--- src/rtl/wsplit_pkg.sv ---
package wsplit_pkg;

    typedef enum logic {
        ST_IDLE = 1'b0,
        ST_BUSY = 1'b1
    } wsplit_state_e;

    // Exchange the two halves of a value of even width
    function automatic logic [15:0] halves_exchange16(input logic [15:0] v);
        return {v[7:0], v[15:8]};
    endfunction

endpackage

--- src/rtl/wsplit_swap.sv ---
module wsplit_swap #(
    parameter int HOST_W = 64,
    parameter int LANE_W = 16
) (
    input  logic [HOST_W-1:0] din,
    input  logic              word_swap,
    input  logic              byte_swap,
    output logic [HOST_W-1:0] dout
);
    localparam int LANES = HOST_W / LANE_W;
    localparam int HALF  = LANE_W / 2;

    for (genvar l = 0; l < LANES; l++) begin : g_lane
        localparam int PARTNER = l ^ 1;
        logic [LANE_W-1:0] after_ws;

        always_comb begin
            if (word_swap) after_ws = din[PARTNER*LANE_W +: LANE_W];
            else           after_ws = din[l*LANE_W +: LANE_W];
        end

        always_comb begin
            if (byte_swap) dout[l*LANE_W +: LANE_W] = {after_ws[HALF-1:0], after_ws[LANE_W-1:HALF]};
            else           dout[l*LANE_W +: LANE_W] = after_ws;
        end
    end

endmodule

--- src/rtl/wsplit_seq.sv ---
module wsplit_seq
    import wsplit_pkg::*;
#(
    parameter int ADDR_W = 16,
    parameter int HOST_W = 64,
    parameter int LANE_W = 16
) (
    input  logic                                   clk,
    input  logic                                   rst_n,
    input  logic                                   req_valid,
    output logic                                   req_ready,
    input  logic [ADDR_W-1:0]                      req_addr,
    input  logic                                   req_wide,
    input  logic [HOST_W-1:0]                      words_in,
    input  logic                                   hold_in,
    input  logic [$clog2(HOST_W/LANE_W)-1:0]       sel_in,
    output logic                                   req_err,
    output logic                                   bus_valid,
    input  logic                                   bus_ready,
    output logic [ADDR_W-2:0]                      bus_addr,
    output logic [LANE_W-1:0]                      bus_data
);
    localparam int LANES   = HOST_W / LANE_W;
    localparam int IDX_W   = $clog2(LANES);
    localparam int WADDR_W = ADDR_W - 1;
    localparam int WIDE_AB = $clog2(HOST_W / 8);
    localparam int HALF_AB = WIDE_AB - 1;
    localparam logic [IDX_W-1:0] LAST_WIDE = IDX_W'(LANES - 1);
    localparam logic [IDX_W-1:0] LAST_HALF = IDX_W'(LANES / 2 - 1);

    typedef struct packed {
        wsplit_state_e      state;
        logic               err;
        logic [IDX_W-1:0]   idx;
        logic [IDX_W-1:0]   last;
        logic [WADDR_W-1:0] base;
        logic               hold;
        logic [IDX_W-1:0]   sel;
        logic [HOST_W-1:0]  words;
    } seq_t;

    seq_t seq_d, seq_q;

    logic             misaligned;
    logic [IDX_W-1:0] size_mask;
    logic [IDX_W-1:0] lane;

    always_comb begin
        if (req_wide) begin
            misaligned = |req_addr[WIDE_AB-1:0];
            size_mask  = LAST_WIDE;
        end else begin
            misaligned = |req_addr[HALF_AB-1:0];
            size_mask  = LAST_HALF;
        end
    end

    always_comb begin
        seq_d     = seq_q;
        seq_d.err = 1'b0;
        unique case (seq_q.state)
            ST_IDLE: begin
                if (req_valid) begin
                    if (misaligned) begin
                        seq_d.err = 1'b1;
                    end else begin
                        seq_d.state = ST_BUSY;
                        seq_d.idx   = '0;
                        seq_d.last  = size_mask;
                        seq_d.base  = req_addr[ADDR_W-1:1];
                        seq_d.hold  = hold_in;
                        seq_d.sel   = sel_in & size_mask;
                        seq_d.words = words_in;
                    end
                end
            end
            ST_BUSY: begin
                if (bus_ready) begin
                    if (seq_q.idx == seq_q.last) seq_d.state = ST_IDLE;
                    else                         seq_d.idx   = seq_q.idx + 1'b1;
                end
            end
            default: seq_d.state = ST_IDLE;
        endcase
    end

    always_ff @(posedge clk or negedge rst_n) begin
        if (!rst_n) begin
            seq_q <= '{state: ST_IDLE, err: 1'b0, idx: '0, last: '0, base: '0,
                       hold: 1'b0, sel: '0, words: '0};
        end else begin
            seq_q <= seq_d;
        end
    end

    always_comb begin
        lane      = seq_q.hold ? seq_q.sel : seq_q.idx;
        req_ready = (seq_q.state == ST_IDLE);
        req_err   = seq_q.err;
        bus_valid = (seq_q.state == ST_BUSY);
        bus_addr  = seq_q.base + WADDR_W'(lane);
        bus_data  = seq_q.words[lane*LANE_W +: LANE_W];
    end

endmodule

--- src/rtl/wide_write_splitter.sv ---
module wide_write_splitter #(
    parameter  int ADDR_W = 16,
    parameter  int HOST_W = 64,
    parameter  int LANE_W = 16,
    localparam int SEL_W  = $clog2(HOST_W / LANE_W)
) (
    input  logic              clk,
    input  logic              rst_n,
    input  logic              cfg_byte_swap,
    input  logic              cfg_word_swap,
    input  logic              cfg_hold_addr,
    input  logic [SEL_W-1:0]  cfg_word_sel,
    input  logic              req_valid,
    output logic              req_ready,
    input  logic [ADDR_W-1:0] req_addr,
    input  logic              req_wide,
    input  logic [HOST_W-1:0] req_data,
    output logic              req_err,
    output logic              bus_valid,
    input  logic              bus_ready,
    output logic [ADDR_W-2:0] bus_addr,
    output logic [LANE_W-1:0] bus_data
);
    logic [HOST_W-1:0] swapped;

    wsplit_swap #(
        .HOST_W (HOST_W),
        .LANE_W (LANE_W)
    ) i_swap (
        .din       (req_data),
        .word_swap (cfg_word_swap),
        .byte_swap (cfg_byte_swap),
        .dout      (swapped)
    );

    wsplit_seq #(
        .ADDR_W (ADDR_W),
        .HOST_W (HOST_W),
        .LANE_W (LANE_W)
    ) i_seq (
        .clk       (clk),
        .rst_n     (rst_n),
        .req_valid (req_valid),
        .req_ready (req_ready),
        .req_addr  (req_addr),
        .req_wide  (req_wide),
        .words_in  (swapped),
        .hold_in   (cfg_hold_addr),
        .sel_in    (cfg_word_sel),
        .req_err   (req_err),
        .bus_valid (bus_valid),
        .bus_ready (bus_ready),
        .bus_addr  (bus_addr),
        .bus_data  (bus_data)
    );

endmodule

--- config.mk ---
export PLATFORM = sky130hd
export DESIGN_NAME = wide_write_splitter
export DESIGN_NICKNAME = d
export VERILOG_FILES = /design/src/rtl/wsplit_pkg.sv /design/src/rtl/wsplit_swap.sv /design/src/rtl/wsplit_seq.sv /design/src/rtl/wide_write_splitter.sv
export SDC_FILE = /design/constraint.sdc
export NUM_CORES = 1
export LEC_CHECK = 0
export CORE_ASPECT_RATIO = 0.5
export CORE_UTILIZATION = 43
export CTS_CLUSTER_DIAMETER = 100
export DETAILED_ROUTE_END_ITERATION = 12
export GPL_TIMING_DRIVEN = 0
export PLACE_DENSITY_LB_ADDON = 0.08
export SYNTH_ARGS = -nofsm -noshare
export SYNTH_HDL_FRONTEND = slang
export SYNTH_SLANG_ARGS = --single-unit
--- constraint.sdc ---
create_clock -name clk -period 3.6 [get_ports clk]
set_input_delay 0.54 -clock clk [delete_from_list [all_inputs] [get_ports clk]]
set_output_delay 0.54 -clock clk [all_outputs]
set_load 0.005 [all_outputs]
Word-level counts from Yosys, hierarchy flattened. Index checks and enable logic that the tools add are counted.

Flip-flop bits (word level): 88. Input port bits: 90. Output and inout bits: 34.

Add/subtract/negate cells: 2. Equal/unequal tests: 5. Shift operators: 1. Multiplexer cells: 22. Bitwise operators: 3. Reductions and logical operators: 4.

Operator list (count): 16-bit two-way mux (8); 88-bit two-way mux (1); 86-bit two-way mux (1); 64-bit by 7-bit variable part select with 16-bit output (1); 15-bit by 2-bit adder with 15-bit output (1); 2-bit two-way mux (4); 2-bit inequality test, second input constant (4); 1-bit two-way mux (6); 2-bit one-hot mux with 2 select lines (1); 4-bit AND reduction (1); 3-bit AND reduction (1); 3-bit OR reduction (1); 2-bit by 1-bit adder with 2-bit output, second input constant (1); 2-bit AND (1); 2-bit == test (1); 1-bit inverter (2); 1-bit one-hot mux with 2 select lines (1); 2-bit OR reduction (1).

Depth between registers and ports, before layout.
Depth in word-level cells: 5. Depth in mapped cells: 10.

By module. A second synthesis with hierarchy kept.

Cell total of the unflattened synthesis: 422. Area, all modules: 5723.0 um^2.

By module, submodules not included: wsplit_seq (times used 1, cells each 344, area each 4081.4 um^2, sequential area each 2202.1 um^2); wsplit_swap (times used 1, cells each 78, area each 1641.6 um^2, sequential area each 0.0 um^2).

Worst setup path after synthesis. Ideal clock, no wire load.

Kind: flip-flop to output port. From: register i_seq.seq_q[66] in the netlist's numbering. To: output port bus_addr[14]. Arrival: 2.312 ns. Required time: 3.060 ns. Setup slack: 0.748 ns. Stages on the path, launching flop included: 11. Buffers on the path: 1. Path through: dfrtp_1 mux2i_2 inv_2 buf_2 ha_1 inv_1 fa_1 and3b_1 nand3_1 nor3_1 xor2_1.

Cells in the longest elaborated chain, start to end: 2.

Ends and longest elaborated chain: start, declared (line wsplit_seq.sv:42) `seq_t seq_d, seq_q;`; start signal, assigned (line wsplit_seq.sv:89) `seq_q <= '{state: ST_IDLE, err: 1'b0, idx: '0, last: '0, base: '0,`; start signal, assigned (line wsplit_seq.sv:92) `seq_q <= seq_d;`; 2-bit two-way mux (line wsplit_seq.sv:97) `lane = seq_q.hold ? seq_q.sel : seq_q.idx;`; 15-bit by 2-bit adder with 15-bit output (line wsplit_seq.sv:101) `bus_addr = seq_q.base + WADDR_W'(lane);`; end, declared (line wide_write_splitter.sv:21) `output logic [ADDR_W-2:0] bus_addr,`.

No other way between the ends.

Worst setup path in the final report.
From: register i_seq.seq_q[66] in the netlist's numbering. To: output port bus_addr[8].

The elaborated chain is that of the path after synthesis.

==> results by group <==
Outcome
  • Status: finished clean

Final layout
  • Area Overhead vs Synth: 32.8%
  • # nets final: 659
  • Share of cells above drive strength 1: 0.347
  • Fill count: 1068
  • ANT cells: 0
  • Cell Count, Final, Fillers Out: 741
  • Fin util: 0.593

Clocking
  • Clk pin slew, worst setup/hold paths: 0.06 ns
  • H-tree lvl count: 3
  • Worst skew pair latency: 0.34 ns
  • Clock Sink Count: 88
  • Clk root buf: clkbuf_16
  • CTS tree: done
  • CTS Buf Count: 9
  • # hold bufs at CTS: 0
  • Maximum clock insertion buffer count: 2

Logic synthesis
  • Synthesized Nets: 518
  • Count leader, synth: dfrtp_1
  • Synth warnings: 0
  • Post-Syn Area: 5720 um2
  • Synth area leaders: dfrtp_1 (38%), mux4_2 (25%), mux2_2 (12%)
  • Ys flop type: dfrtp_1
  • EDFF count, synth: 0
  • Distinct cells, synth: 37
  • Sequential area share after synthesis: 0.385
  • Top cells by count, synth: dfrtp_1 (88), nand2_1 (71), mux4_2 (64)
  • Synth async-reset ratio: 1.00
  • Yosys top cell by area: dfrtp_1
  • Post-synthesis area per instance: 13.5 um2
  • Number of synthesized register bits: 88
  • Yosys top cell area share: 0.385
  • Cells after synthesis: 425

Placed design
  • Dpl hpwl: 11.6 mm
  • PortBufs: 121
  • Dpl cells: 717
  • Placer congestion estimate: 0.883

Global routing
  • Initial antenna violation count: 0
  • Global Route Usage Sum: 0.245
  • First-pass GRT wire length: 24.9 mm
  • Grt ovf: 0
  • Largest net degree at the start of global routing: 56
  • Vias in the first global route: 4377

STA
  • Slew HR: 0.523
  • Setup-failing EPs final: 0
  • Unrepaired setup endpoints after global routing: false
  • Min Tclk post-route: 3.48 ns
  • Setup Total Neg Slack: 0 ns
  • Tcrit/Tclk final: 0.965
  • Fmax: 0.288 GHz
  • Worst Skew: 0.00213 ns
  • Worst Max-Slew Pin Slew: 0.716 ns
  • Max Slew Vio Count: 0
  • Final Hold Vio Count: 0

Setup path
  • Kind of critical path: flip-flop to output pin
  • Critical Path Source Type: flip-flop
  • Critical path endpoint category: output pin
  • Worst Path Arrival: 2.94 ns
  • Crit Path Max Fanout: 4
  • Reg2Reg Depth: 4
  • Data required time at the worst endpoint: 3.06 ns

Floorplanning
  • Rows: 29
  • Core area: 12800 um2
  • Die Ht: 83.6 um
  • Starting Density: 0.447
  • Num ports: 124
  • Total die area: 13800 um2
  • Die Width: 165 um

Detailed routing
  • DRT Wirelength: 16.1 mm
  • Vias: 4383
  • DR DRC count: 0
  • Antenna Nets Post-Route: 0
  • Wire per inst: 21.7 um
  • 1st-iter DRT viols: 325
  • Drt pass-1 iters: 4
  • Vias per cell: 5.91

Power and ir drop
  • Pwr dens: 725 nW/um2
  • Combinational share of power: 0.490
  • Clock share of power: 0.169
  • Net Sw Frac: 0.346
  • Sequential power share: 0.340
  • P_leak: 3.15 nW
  • NetSw: 1.91 mW
  • Pint: 3.60 mW
  • Peak VDD IR: 0.000367 V

Min path
  • Hold WC Path Type: input pin to asynchronous set/reset pin

Job
  • Max-Cap Viols: 0
power groups by stage:
stage               clock (mW)  combinational, mW  sequential (mW)
floorplan                    0               1.43             1.72
global placement             0               2.54             1.86
detailed placement           0               2.58             1.86
CTS                      0.951               2.64             1.86
global route             0.993               2.92             1.94
finish                   0.933               2.70             1.87
per-stage QoR:
stage	hold slack, ns	setup slack (ns)	power (mW)	cell area [um2]
after CTS	0.177	0.0225	5.46	7530
after global routing	0.183	0.00773	5.85	7600
after detailed placement	0.475	-0.204	4.45	7170
after floorplan	0.244	0.748	3.16	5720
after global placement	0.473	-1.41	4.39	7140
final	0.164	0.125	5.51	7600
cells by family after synthesis:
family	count (synthesis)	synth area share
fa+ha+maj	3	0.00787
xor+xnor	15	0.0230
buf+inv	38	0.0448
flops	88	0.385
simple gates	112	0.0901
mux	147	0.424
compound gates	22	0.0249
flip-flops by register name, summed over array words and instances (netlist names):
name             flops
i_seq.seq_q         86
i_seq.bus_valid      1
i_seq.req_err        1
final timing paths:
kind	from	endpoint	slack (ns)
max	i_seq.seq_q[66]	bus_addr[8]	0.12
min	rst_n	i_seq.seq_q[75]	0.16
max reg2reg	i_seq.bus_valid	i_seq.seq_q[25]	1.79
min reg2reg	i_seq.seq_q[82]	i_seq.seq_q[82]	0.49
max in group asynchronous	rst_n	i_seq.seq_q[33]	2.80
min in group clk	i_seq.seq_q[82]	i_seq.seq_q[82]	0.49
placed cells by master, fill, tap and decap left out, drive strengths merged:
master / count
a211oi: 1
a21o: 1
a31oi: 16
and2: 1
and3: 17
and3b: 1
buf: 36
bufinv: 1
clkbuf: 17
clkdlybuf4s50: 115
clkinv: 3
clkinvlp: 1
dfrtp: 88
dlymetal6s2s: 5
fa: 1
ha: 2
inv: 6
mux2: 81
mux2i: 2
mux4: 64
nand2: 71
nand2b: 1
nand3: 8
nand3b: 1
nand4: 2
nor2: 3
nor3: 3
nor3b: 2
nor4: 1
o211ai: 1
o21ai: 3
or3b: 1
xnor2: 5
xor2: 10
repair_timing:
item,4_1_cts,5_1_grt
setup endpoints to repair,10,7
pin swaps,3,2
resized for setup,10,13
buffers inserted,5,5
worst max-delay path, cell delays in order, from the launching register on:
cell             delay [ns]
dfrtp_2                0.44
buf_4                  0.16
mux2i_4                0.21
inv_4                  0.10
ha_1                   0.17
inv_1                  0.06
fa_2                   0.35
and3b_2                0.30
nand3_4                0.12
xnor2_1                0.16
clkdlybuf4s50_1        0.52
per-layer routing:
| layer | share of wire | global-route usage |
|---|---|---|
| met5 | 0 | 0 |
| met4 | 0.012 | 0.0500 |
| met3 | 0.096 | 0.0671 |
| met2 | 0.44 | 0.353 |
| met1 | 0.45 | 0.369 |
area by class of cell:
cell class	count	area, um2	area share
multi-input combinational	299	3310	0.435
inverter	7	33.8	0.00445
sequential	88	2200	0.290
tap	170	213	0.0280
timing repair buffer	132	1320	0.174
buffer	29	224	0.0295
clock buffer	12	236	0.0311
clock inverter	4	55.1	0.00725
(Power assumes the default switching activity.)
